### config.mk
export PLATFORM = sky130hd
export DESIGN_NAME = spi_desc_builder
export DESIGN_NICKNAME = d
export VERILOG_FILES = /design/src/rtl/spi_desc_pkg.sv /design/src/rtl/spi_desc_split.sv /design/src/rtl/spi_desc_dma_sel.sv /design/src/rtl/spi_desc_fmt.sv /design/src/rtl/spi_desc_builder.sv
export SDC_FILE = /design/constraint.sdc
export NUM_CORES = 1
export LEC_CHECK = 0
export ABC_AREA = 1
export CAP_MARGIN = 40
export CORE_ASPECT_RATIO = 1.75
export CORE_UTILIZATION = 51
export DETAILED_ROUTE_END_ITERATION = 6
export PLACE_DENSITY = 0.87
export REMOVE_ABC_BUFFERS = 1
export SYNTH_ARGS = -nofsm -noshare
export SYNTH_HDL_FRONTEND = slang
export SYNTH_SLANG_ARGS = --single-unit
### constraint.sdc
create_clock -name clk -period 9.8 [get_ports clk]
set_clock_uncertainty 0.15 [all_clocks]
set_input_delay 1.96 -clock clk [delete_from_list [all_inputs] [get_ports clk]]
set_output_delay 1.96 -clock clk [all_outputs]
set_load 0.05 [all_outputs]
### src/rtl/spi_desc_pkg.sv
package spi_desc_pkg;

  localparam int DESC_W   = 32;
  localparam int DMA_LSB  = 4;
  localparam int UNIT_LSB = 8;
  localparam int NXT_LSB  = 12;
  localparam int NXT_W    = 4;
  localparam int CNT_LSB  = 17;

  typedef enum logic [1:0] {
    UNIT_1B  = 2'd0,
    UNIT_4B  = 2'd1,
    UNIT_16B = 2'd2
  } unit_e;

  typedef enum logic [1:0] {
    DMA_NONE = 2'd0,
    DMA_1B   = 2'd1,
    DMA_2B   = 2'd2,
    DMA_4B   = 2'd3
  } dma_e;

endpackage

### src/rtl/spi_desc_split.sv
module spi_desc_split
  import spi_desc_pkg::*;
#(
  parameter int BYTES_W = 32,
  parameter int CNT_W   = 15
) (
  input  logic [BYTES_W-1:0] rem,
  output unit_e              unit,
  output logic [CNT_W-1:0]   cnt,
  output logic [BYTES_W-1:0] consumed
);

  localparam logic [BYTES_W-1:0] MAX_B = {{(BYTES_W-CNT_W){1'b0}}, {CNT_W{1'b1}}};

  logic [BYTES_W-1:0] q16;
  logic [BYTES_W-1:0] cnt_ext;

  always_comb begin
    q16 = rem >> 4;
    if (rem <= MAX_B) begin
      unit = UNIT_1B;
      cnt  = rem[CNT_W-1:0];
    end else begin
      unit = UNIT_16B;
      cnt  = (q16 > MAX_B) ? {CNT_W{1'b1}} : q16[CNT_W-1:0];
    end
    cnt_ext  = {{(BYTES_W-CNT_W){1'b0}}, cnt};
    consumed = (unit == UNIT_16B) ? (cnt_ext << 4) : cnt_ext;
  end

endmodule

### src/rtl/spi_desc_dma_sel.sv
module spi_desc_dma_sel
  import spi_desc_pkg::*;
(
  input  logic [1:0] addr_lo,
  input  logic [1:0] len_lo,
  output dma_e       code
);

  logic [1:0] merged;

  always_comb begin
    merged = addr_lo | len_lo;
    case (merged)
      2'b00:   code = DMA_4B;
      2'b10:   code = DMA_2B;
      default: code = DMA_1B;
    endcase
  end

endmodule

### src/rtl/spi_desc_fmt.sv
module spi_desc_fmt
  import spi_desc_pkg::*;
#(
  parameter int IDX_W = 4,
  parameter int CNT_W = 15
) (
  input  logic [DESC_W-1:0] tmpl,
  input  unit_e             unit,
  input  logic [CNT_W-1:0]  cnt,
  input  dma_e              dma,
  input  logic [IDX_W-1:0]  own_idx,
  output logic [DESC_W-1:0] word
);

  logic [IDX_W-1:0] nxt;

  always_comb begin
    nxt  = own_idx + 1'b1;
    word = tmpl;
    word[DMA_LSB  +: 2]     = dma;
    word[UNIT_LSB +: 2]     = unit;
    word[NXT_LSB  +: NXT_W] = NXT_W'(nxt);
    word[CNT_LSB  +: CNT_W] = cnt;
  end

endmodule

### src/rtl/spi_desc_builder.sv
module spi_desc_builder
  import spi_desc_pkg::*;
#(
  parameter int IDX_W   = 4,
  parameter int CNT_W   = 15,
  parameter int BYTES_W = 32,
  parameter int ADDR_W  = 32
) (
  input  logic               clk,
  input  logic               rst_n,
  input  logic               req_valid,
  output logic               req_ready,
  input  logic [IDX_W-1:0]   req_start_idx,
  input  logic [31:0]        req_template,
  input  logic [BYTES_W-1:0] req_bytes,
  input  logic [ADDR_W-1:0]  req_addr,
  output logic               wr_valid,
  input  logic               wr_ready,
  output logic [IDX_W-1:0]   wr_idx,
  output logic [31:0]        wr_data,
  output logic [1:0]         dma_width,
  output logic               done,
  output logic [15:0]        done_idx,
  output logic               done_err
);

  localparam logic [15:0] ERR_IDX = 16'hFFFF;

  logic               busy_q;
  logic [IDX_W:0]     idx_q;
  logic [BYTES_W-1:0] rem_q;
  logic [31:0]        tmpl_q;
  dma_e               dma_q;

  unit_e              s_unit;
  logic [CNT_W-1:0]   s_cnt;
  logic [BYTES_W-1:0] s_cons;
  dma_e               sel_code;
  logic [BYTES_W-1:0] rem_next;
  logic               idx_over;
  logic               accept;
  logic               hs;

  spi_desc_split #(.BYTES_W(BYTES_W), .CNT_W(CNT_W)) u_split (
    .rem      (rem_q),
    .unit     (s_unit),
    .cnt      (s_cnt),
    .consumed (s_cons)
  );

  spi_desc_dma_sel u_dma (
    .addr_lo (req_addr[1:0]),
    .len_lo  (req_bytes[1:0]),
    .code    (sel_code)
  );

  spi_desc_fmt #(.IDX_W(IDX_W), .CNT_W(CNT_W)) u_fmt (
    .tmpl    (tmpl_q),
    .unit    (s_unit),
    .cnt     (s_cnt),
    .dma     (dma_q),
    .own_idx (idx_q[IDX_W-1:0]),
    .word    (wr_data)
  );

  assign idx_over  = idx_q[IDX_W];
  assign req_ready = !busy_q;
  assign wr_valid  = busy_q && !idx_over;
  assign wr_idx    = idx_q[IDX_W-1:0];
  assign dma_width = dma_q;
  assign accept    = req_valid && req_ready;
  assign hs        = wr_valid && wr_ready;
  assign rem_next  = rem_q - s_cons;

  always_ff @(posedge clk) begin
    if (!rst_n) begin
      busy_q   <= 1'b0;
      idx_q    <= '0;
      rem_q    <= '0;
      tmpl_q   <= '0;
      dma_q    <= DMA_NONE;
      done     <= 1'b0;
      done_idx <= '0;
      done_err <= 1'b0;
    end else begin
      done <= 1'b0;
      if (accept) begin
        tmpl_q <= req_template;
        dma_q  <= sel_code;
        if (req_bytes == '0) begin
          done     <= 1'b1;
          done_idx <= 16'(req_start_idx);
          done_err <= 1'b0;
        end else begin
          busy_q <= 1'b1;
          rem_q  <= req_bytes;
          idx_q  <= {1'b0, req_start_idx};
        end
      end else if (busy_q) begin
        if (idx_over) begin
          busy_q   <= 1'b0;
          done     <= 1'b1;
          done_idx <= ERR_IDX;
          done_err <= 1'b1;
        end else if (hs) begin
          if (rem_next == '0) begin
            busy_q   <= 1'b0;
            done     <= 1'b1;
            done_idx <= 16'(idx_q[IDX_W-1:0]);
            done_err <= 1'b0;
          end else begin
            rem_q <= rem_next;
            idx_q <= idx_q + 1'b1;
          end
        end
      end
    end
  end

  // a stalled word stays put until taken
  p_hold_r7: assert property (@(posedge clk) disable iff (!rst_n)
    wr_valid && !wr_ready |=> wr_valid && $stable(wr_data) && $stable(wr_idx))
    else $error("p_hold_r7");

  // no descriptor traffic while the request port is open
  p_idle_quiet_r8: assert property (@(posedge clk) disable iff (!rst_n)
    req_ready |-> !wr_valid)
    else $error("p_idle_quiet_r8");

  // completion reopens the request port
  p_done_reopens_r9: assert property (@(posedge clk) disable iff (!rst_n)
    done |-> req_ready)
    else $error("p_done_reopens_r9");

  // error strobe always carries the error code
  p_err_code_r4: assert property (@(posedge clk) disable iff (!rst_n)
    done && done_err |-> done_idx == ERR_IDX)
    else $error("p_err_code_r4");

  // every accepted word retires at least one byte and no more than remain
  p_progress_r2: assert property (@(posedge clk) disable iff (!rst_n)
    hs |-> (s_cons != '0) && (s_cons <= rem_q))
    else $error("p_progress_r2");

  // width choice frozen while a chain is in flight
  p_dma_frozen_r5: assert property (@(posedge clk) disable iff (!rst_n)
    !req_ready |=> $stable(dma_width))
    else $error("p_dma_frozen_r5");

endmodule

==> results.ini, run 1 <==
[status]
run_status = complete, no violations

[detailed_routing]
viasPerCell = 5.234
dr.pass1.iters = 5
final_antenna_net_count = 0
vias = 5475
drc = 0
routed_wl_mm = 14.45
first_iter_violations = 284
wl_per_cell_um = 13.82

[logic_synthesis]
yosys.area.top_type = dfxtp_1
synth_area_um2 = 5059
avgSynthCellArea_um2 = 5.951
synth_top_area_frac = 0.2177
syn_inst = 850
ys_ff_latch = 55
ys_seq_area_frac = 0.2177
yosys_warnings = 0
synth_area_leaders = dfxtp_1, nand2_1, nor2_1
yosysUniqueCellTypes = 41

[global_routing]
antenna_found_initial = 0
grt_overflow_total = 0
grt_pass1_vias = 5289
grt_first_pass_wirelength_mm = 23.85
grt_max_degree = 73
grt.total_usage = 0.2860

[die]
initial_utilization = 0.5310
io_pins = 162
die_h_um = 133.8
die_x_um = 77.29
die_area_um2 = 10340
fp.coreArea_um2 = 9527
rows = 47

[power]
p_seq_frac = 0.302
p_sw_frac = 0.4276
combPwrFrac = 0.455
p_switching_mw = 0.3805
cellLeakagePower_nw = 3.037
power.density_nw_per_um2 = 144.0
p_clk_frac = 0.243
irDropWorstVdd_mv = 0.1020
intPower_mw = 0.5094

[timing]
max_slew_margin = 0.4414
post-route-min-period_ns = 5.228
worstMarginPinSlew_ns = 0.8380
hold_viol_final = 0
fin_crit_sh = 0.5334
max_freq_ghz = 0.1913
setup_viol = 0
report.final.slew_viol_count = 0
tns_ns = 0
rsz0062_at_grt = false
holdWs_ns = 0.3260

[finish]
final_common_cell = nand2_1
final_cell_mix = nand2_1, nor2_1, clkdlybuf4s50_1
area_growth_pct = 22.21
final_util = 0.6489
diodes = 0
drive_gt1_frac = 0.07684
final_nets = 1051

[critical_path]
critPathLaunchType = flop
cp-end-kind = primary output
critical_path.max_fanout = 15
cp.arrival_ns = 3.12
cp.required_ns = 7.69
critPathKind = reg2out

[job]
cap_violations = 0

[clock_network]
hold_buffers = 0
cts-resized-gates = 0
cts_tree = built
cts_buffer_depth = 2
clkSinkCount = 55
insertion_delay_ns = 0.30
h-tree-depth = 2
path_clk_slew_ns = 0.08
cts_buffers = 5
cts_setup_buffers = 0
cts_root_buf = clkbuf_16

[place]
place_hpwl_mm = 11.34
portBuffers = 107
gp_congestion = 0.9612

[hold_path]
hold_path_class = reg2reg

per-layer routing:
metal / vias up / track usage / share of wire
met5: - / 0 / 0
met4: 0 / 0.1478 / 0.047
met3: 48 / 0.04247 / 0.047
met2: 183 / 0.5585 / 0.54
met1: 2449 / 0.2819 / 0.37
li1: 2795 / - / -
path summary, 6_finish.rpt:
| path | from | endpoint | slack (ns) | cells past startpoint |
|---|---|---|---|---|
| worst max-delay path | rem_q[22]$_SDFFE_PN0P_ | wr_data[19] | 4.57 | 11 |
| worst min-delay path | dma_width[1]$_SDFFE_PN0P_ | dma_width[1]$_SDFFE_PN0P_ | 0.33 | 2 |
| worst max register to register | rem_q[22]$_SDFFE_PN0P_ | rem_q[10]$_SDFFE_PN0P_ | 5.07 | 25 |
| worst min register to register | dma_width[1]$_SDFFE_PN0P_ | dma_width[1]$_SDFFE_PN0P_ | 0.33 | 2 |
state kept, by name, indices dropped and copies added (netlist names):
| signal | flops |
|---|---|
| rem_q | 32 |
| tmpl_q | 9 |
| done_idx | 5 |
| idx_q | 5 |
| dma_width | 2 |
| busy_q | 1 |
| done | 1 |
final cells by class:
type,count,area (µm²)
Inverter,94,352.8
Clock buffer,5,125.1
Tap cell,122,152.6
Sequential cell,55,1101
Timing Repair Buffer,109,1094
Fill cell,904,3344
Clock inverter,3,47.55
Multi-Input combinational cell,658,3309
kinds of logic (layout without fill, tap and decap cells):
| group | Yosys count | in the layout | synth area share |
|---|---|---|---|
| muxes | 2 | 2 | 0.004452 |
| buffers and inverters | 137 | 211 | 0.1296 |
| adders and majority gates | 24 | 24 | 0.05936 |
| xor gates and xnor gates | 17 | 17 | 0.02943 |
| AOI/OAI and AO/OA | 91 | 91 | 0.1022 |
| and+or+nand+nor | 522 | 522 | 0.4558 |
| DFF | 55 | 55 | 0.2177 |
| other | 2 | 2 | 0.001485 |
critical path, stage by stage, from the launching register on:
cell	delay (ns)
dfxtp_1	0.36
nor2_2	0.19
nand2_2	0.11
nor2_4	0.16
nand2_1	0.13
nor2_1	0.12
inv_1	0.22
nor2_1	0.46
inv_1	0.16
o22ai_1	0.15
inv_1	0.06
clkdlybuf4s50_1	0.70
Yosys cell counts (all sizes together):
library cell / instances
a21o: 4
a21oi: 24
a22oi: 6
a31oi: 1
and3: 2
buf: 33
clkbuf: 10
clkinv: 2
conb: 2
dfxtp: 55
ha: 24
inv: 92
mux2: 2
nand2: 262
nand3: 39
nand4: 11
nor2: 189
nor3: 7
nor4: 11
o211ai: 1
o21ai: 48
o21bai: 3
o221a: 1
o22ai: 3
or2: 1
xnor2: 4
xor2: 13
power by group through the flow:
stage	clock [mW]	sequential, mW	combinational (mW)
6_report	0.217	0.268	0.405
5_1_grt	0.227	0.272	0.445
4_1_cts	0.219	0.268	0.404
3_5_place_dp	0	0.273	0.402
3_3_place_gp	0	0.272	0.396
2_1_floorplan	0	0.304	0.250
stage by stage:
stage	std cells	worst slack, ns	cell area (µm²)	total power, mW
after floorplan	807	3.068	4756	0.5541
after global placement	1037	4.913	5989	0.6681
after detailed placement	1038	4.820	6010	0.6752
after CTS	1046	4.614	6182	0.8916
after global routing	1046	4.313	6182	0.9437
final	1046	4.572	6182	0.8899
Power figures use the tool's default switching activity.
==> run 2: changes to the inputs <==
CORE_UTILIZATION = 43   (was 51)
PLACE_DENSITY = 0.78   (was 0.87)
clock period = 4.75 ns   (was 9.8 ns; I/O delays follow)
==> run 2 against run 1 <==
  * Combinational power is 110% higher
  * The run now ends with design-rule violations left
  * Sequential share of layout area is 0.16 points lower
  * Die area is 18% higher
==> results.ini, run 2 (synthesized netlist as in run 1, its figures left out) <==
[status]
run_status = finished with violations
violations = design-rule violations

[critical_path]
cp.arrival_ns = 4.44
cp-end-kind = flop
cp.required_ns = 4.81
timing.critical_path.mode_cell = nand2_1
crit_slowest_cell = dfxtp_1
crit_buf_inv = 2
cpPeakStageDelay_ns = 0.36
critPathLaunchType = flop
critical_path.max_fanout = 34
critical-path-top-delay-family = simple AND/OR/NAND/NOR gates
critPathKind = reg2reg

[detailed_routing]
vias = 5418
dr.pass1.iters = 7
wl_per_cell_um = 13.37
final_antenna_net_count = 0
drc = 12
routed_wl_mm = 14.21
viasPerCell = 5.097
first_iter_violations = 292

[die]
initial_utilization = 0.4393
die_x_um = 83.99
die_area_um2 = 12220
rows = 52
fp.coreArea_um2 = 11520
io_pins = 162
die_h_um = 145.5

[power]
power.density_nw_per_um2 = 287.8
irDropWorstVdd_mv = 0.1813
cellLeakagePower_nw = 3.059
p_total_mw = 1.795

[finish]
fillers = 1177
largestRegisters = rem_q (32), tmpl_q (9)
final_util = 0.5416
multi_input_area_um2 = 3309
top_register = rem_q
final_common_cell = nand2_1
final_nets = 1055
diodes = 0
final_cell_mix = nand2_1, nor2_1, clkdlybuf4s50_1
drive_gt1_frac = 0.08190
area.sequential_um2 = 1101
largest_reg_flops = 32
area_growth_pct = 23.30

[clock_network]
h-tree-depth = 2
clkSinkCount = 55
cts_buffer_depth = 2
cts_tree = built
insertion_delay_ns = 0.31
cts_buffers = 5
cts_root_buf = clkbuf_16
path_clk_slew_ns = 0.08

[timing]
worst_slack_ns = 0.3697
holdWs_ns = 0.3337
max_slew_margin = 0.5650
max_freq_ghz = 0.2283
rsz0062_at_grt = false
post-route-min-period_ns = 4.380
hold_viol_final = 0
worstMarginPinSlew_ns = 0.6525
fin_crit_sh = 0.9222
setup_viol = 0
tns_ns = 0
report.final.slew_viol_count = 0

[global_routing]
grt_max_degree = 73
grt_first_pass_wirelength_mm = 23.52
antenna_found_initial = 0
grt.total_usage = 0.2387
grt_pass1_vias = 5236
grt_overflow_total = 0

[place]
portBuffers = 107
place_hpwl_mm = 11.46
pre_cts_slack_ns = 0.2936
gp_congestion = 0.9526

[hold_path]
hold_path_class = reg2reg

[job]
cap_violations = 0

## run 2: cell count changes in the layout (fill, tap and decap cells not counted)
cell / delta
buf_4: +2
bufinv_16: -1
inv_6: -1
inv_2: +1
inv_8: +2
buf_12: +2
inv_1: -1
## run 2: worst reg2reg max path, cell delays in order, from the launching register on
cell and delay (ns):
dfxtp_1 0.36, nor2_2 0.21, nand2_2 0.12, nor2_4 0.16, nand2_1 0.14, nor2_1 0.14
inv_2 0.13, nor2_1 0.16, ha_1 0.30, nand2_1 0.14, nand2_1 0.08, o21ai_0 0.14
nand2_1 0.13, nand2_1 0.09, nand2_1 0.11, nand2_1 0.14, nand3_1 0.12, nor2_1 0.22
xor2_1 0.23, nand4_1 0.17, nor2_4 0.13, nand4_2 0.11, nand3_4 0.19, buf_12 0.22
nand2_1 0.09, nand2_1 0.06, nor2_1 0.04
## run 2: metal layers
metal | share of wire | GRT usage | routed length (µm) | vias up
met5 | 0 | 0 | 0 | -
met4 | 0.066 | 0.1560 | 941 | 0
met3 | 0.046 | 0.03857 | 647 | 50
met2 | 0.52 | 0.4533 | 7329 | 155
met1 | 0.37 | 0.2326 | 5294 | 2411
li1 | - | - | - | 2802
## run 2: path summary, 6_finish.rpt
path                             startpoint                         to  slack, ns  cells after the start
setup / recovery     rem_q[22]$_SDFFE_PN0P_     rem_q[14]$_SDFFE_PN0P_       0.37                     26
hold / removal    dma_width[1]$_SDFFE_PN0P_  dma_width[1]$_SDFFE_PN0P_       0.33                      2
setup reg to reg     rem_q[22]$_SDFFE_PN0P_     rem_q[14]$_SDFFE_PN0P_       0.37                     26
hold reg to reg   dma_width[1]$_SDFFE_PN0P_  dma_width[1]$_SDFFE_PN0P_       0.33                      2
## run 2: metrics by stage
stage | instance area, µm² | cells
detailed placement | 6081 | 1055
global placement | 6061 | 1054
CTS | 6237 | 1063
floorplan | 4756 | 807
finish | 6237 | 1063
global route | 6237 | 1063
## run 2: final cells by class
type                       count  share of cell area
tap                          135             0.02708
sequential                    55              0.1765
clock inverter                 3            0.005015
timing repair buffer         113              0.1842
inverter                      94             0.05657
multi-input combinational    658              0.5306
clock buffer                   5             0.02006
## run 2: power breakdown
| part | total, mW | internal, mW | switching, mW |
|---|---|---|---|
| combinational | 0.837 | 0.297 | 0.540 |
| sequential | 0.553 | 0.507 | 0.0467 |
| clock | 0.405 | 0.205 | 0.201 |
| total | 1.80 | 1.01 | 0.787 |
## run 2: timing repair
action,CTS,global route
resized for setup,0,1
hold endpoints to repair,0,0
hold buffers,0,0
setup buffers,0,0
setup endpoints to repair,0,37
==> run 3: changes to the inputs <==
CORE_ASPECT_RATIO = 1.25   (was 1.75)
PLACE_DENSITY = 0.9   (was 0.78)
REMOVE_ABC_BUFFERS = unset   (was 1)
==> run 3 against run 2 <==
  * Worst setup slack improved by 0.041 ns
  * Combinational power fell by 0.5%
  * Global-route usage fell by 0.66 points
  * Critical path depth did not move
  * Largest cell class unchanged
  * The flow now finishes without violations
  * Clock-buffer cell count did not move
  * Hold slack improved by 0.026 ns
  * Sequential power barely moved
  * Cell count fell by 0.19%
  * Clock power fell by 2%
  * Utilization rose by 0.82 points
  * First-iteration DRC count fell by 17%
==> results.ini, run 3 (synthesized netlist as in run 1, its figures left out) <==
[clock_network]
h-tree-depth = 2
cts_buffer_depth = 2
path_clk_slew_ns = 0.08
cts_root_buf = clkbuf_16
clkSinkCount = 55
hold_buffers = 0
cts_buffers = 5
insertion_delay_ns = 0.31
cts_tree = built
cts_setup_buffers = 0
cts-resized-gates = 0

[global_routing]
grt_pass1_vias = 5176
grt.total_usage = 0.2321
antenna_found_initial = 0
grt_max_degree = 73
grt_first_pass_wirelength_mm = 22.96
grt_overflow_total = 0

[hold_path]
hold_path_class = reg2reg

[finish]
multi_input_area_um2 = 3316
final_common_cell = nand2_1
diodes = 0
final_cell_mix = nand2_1, nor2_1, clkdlybuf4s50_1
area_growth_pct = 22.80
area.sequential_um2 = 1101
fillers = 1096
top_register = rem_q
largestRegisters = rem_q (32), tmpl_q (9)
fin_area_um2 = 6212
final_util = 0.5498
largest_reg_flops = 32
drive_gt1_frac = 0.08099
final_nets = 1053

[job]
cap_violations = 0

[die]
fp.coreArea_um2 = 11300
die_area_um2 = 12200
die_h_um = 123.3
io_pins = 162
initial_utilization = 0.4477
die_x_um = 99.01
rows = 43

[detailed_routing]
wl_per_cell_um = 12.82
final_antenna_net_count = 0
drc = 0
dr.pass1.iters = 6
first_iter_violations = 243
routed_wl_mm = 13.60
viasPerCell = 5.073
vias = 5382

[timing]
setup_viol = 0
report.final.slew_viol_count = 0
max_freq_ghz = 0.2304
post-route-min-period_ns = 4.339
hold_viol_final = 0
fin_crit_sh = 0.9136
worstMarginPinSlew_ns = 0.7012
tns_ns = 0
worst_slack_ns = 0.4105
rsz0062_at_grt = false
max_slew_margin = 0.5311

[status]
run_status = complete, no violations

[power]
cellLeakagePower_nw = 3.038
power.density_nw_per_um2 = 287.0
p_total_mw = 1.783
irDropWorstVdd_mv = 0.1545

[place]
gp_congestion = 0.9643
post_dp_cell_area_um2 = 6046
portBuffers = 107
pre_cts_slack_ns = 0.3952
place_hpwl_mm = 10.49

[critical_path]
critical_path.max_fanout = 72
critPathKind = reg2reg
critPathLaunchType = flop
cp-end-kind = flop
cp.required_ns = 4.80
cp.arrival_ns = 4.39

[logic_synthesis]
synth_fp_nets = 978

## run 3: per-layer routing
metal,global-route usage,routed length (µm),vias to the layer above
li1,-,-,2801
met1,0.2578,5683,2391
met2,0.4266,6641,155
met3,0.04014,754,35
met4,0.1157,521,0
met5,0,0,-
## run 3: final timing paths
kind	from	endpoint	slack, ns	depth (start not counted)
max	rem_q[22]$_SDFFE_PN0P_	rem_q[24]$_SDFFE_PN0P_	0.41	26
min	dma_width[1]$_SDFFE_PN0P_	dma_width[1]$_SDFFE_PN0P_	0.36	2
max reg2reg	rem_q[22]$_SDFFE_PN0P_	rem_q[24]$_SDFFE_PN0P_	0.41	26
min reg2reg	dma_width[1]$_SDFFE_PN0P_	dma_width[1]$_SDFFE_PN0P_	0.36	2
## run 3: critical path, cell delays in order (launching register included)
cell,delay [ns]
dfxtp_1,0.36
nor2_2,0.19
nand2_2,0.11
nor2_4,0.16
nand2_1,0.13
nor2_1,0.14
inv_2,0.14
nor2_1,0.16
ha_1,0.29
nand2_1,0.13
nand2_1,0.07
o21ai_0,0.14
nand2_1,0.12
nand2_1,0.09
nand2_1,0.10
nand2_1,0.14
nand3_1,0.14
nor2_1,0.20
xor2_1,0.23
nand4_1,0.17
nor2_4,0.14
nand4_2,0.11
nand3_4,0.10
buf_16,0.28
nand2_1,0.10
nand2_1,0.07
nor2_1,0.04
## run 3: area by class of cell
class,instances,share of cell area
tap,135,0.02719
timing repair buffer,111,0.1805
clock inverter,3,0.004431
multi-input combinational,658,0.5337
clock buffer,5,0.02014
sequential,55,0.1772
inverter,94,0.05680
## run 3: stage by stage
step	hold WS (ns)	cells
after floorplan	0.3012	850
after global placement	0.3265	1053
after detailed placement	0.3458	1053
after CTS	0.3624	1061
after global routing	0.3923	1061
final	0.3592	1061
## run 3: where the power goes
group | leakage, nW | switching (mW) | total, mW | internal (mW)
Sequential | 0.455 | 0.0465 | 0.553 | 0.507
Combinational | 2.51 | 0.539 | 0.833 | 0.294
Clock | 0.0723 | 0.195 | 0.396 | 0.202
Total | 3.04 | 0.780 | 1.78 | 1.00
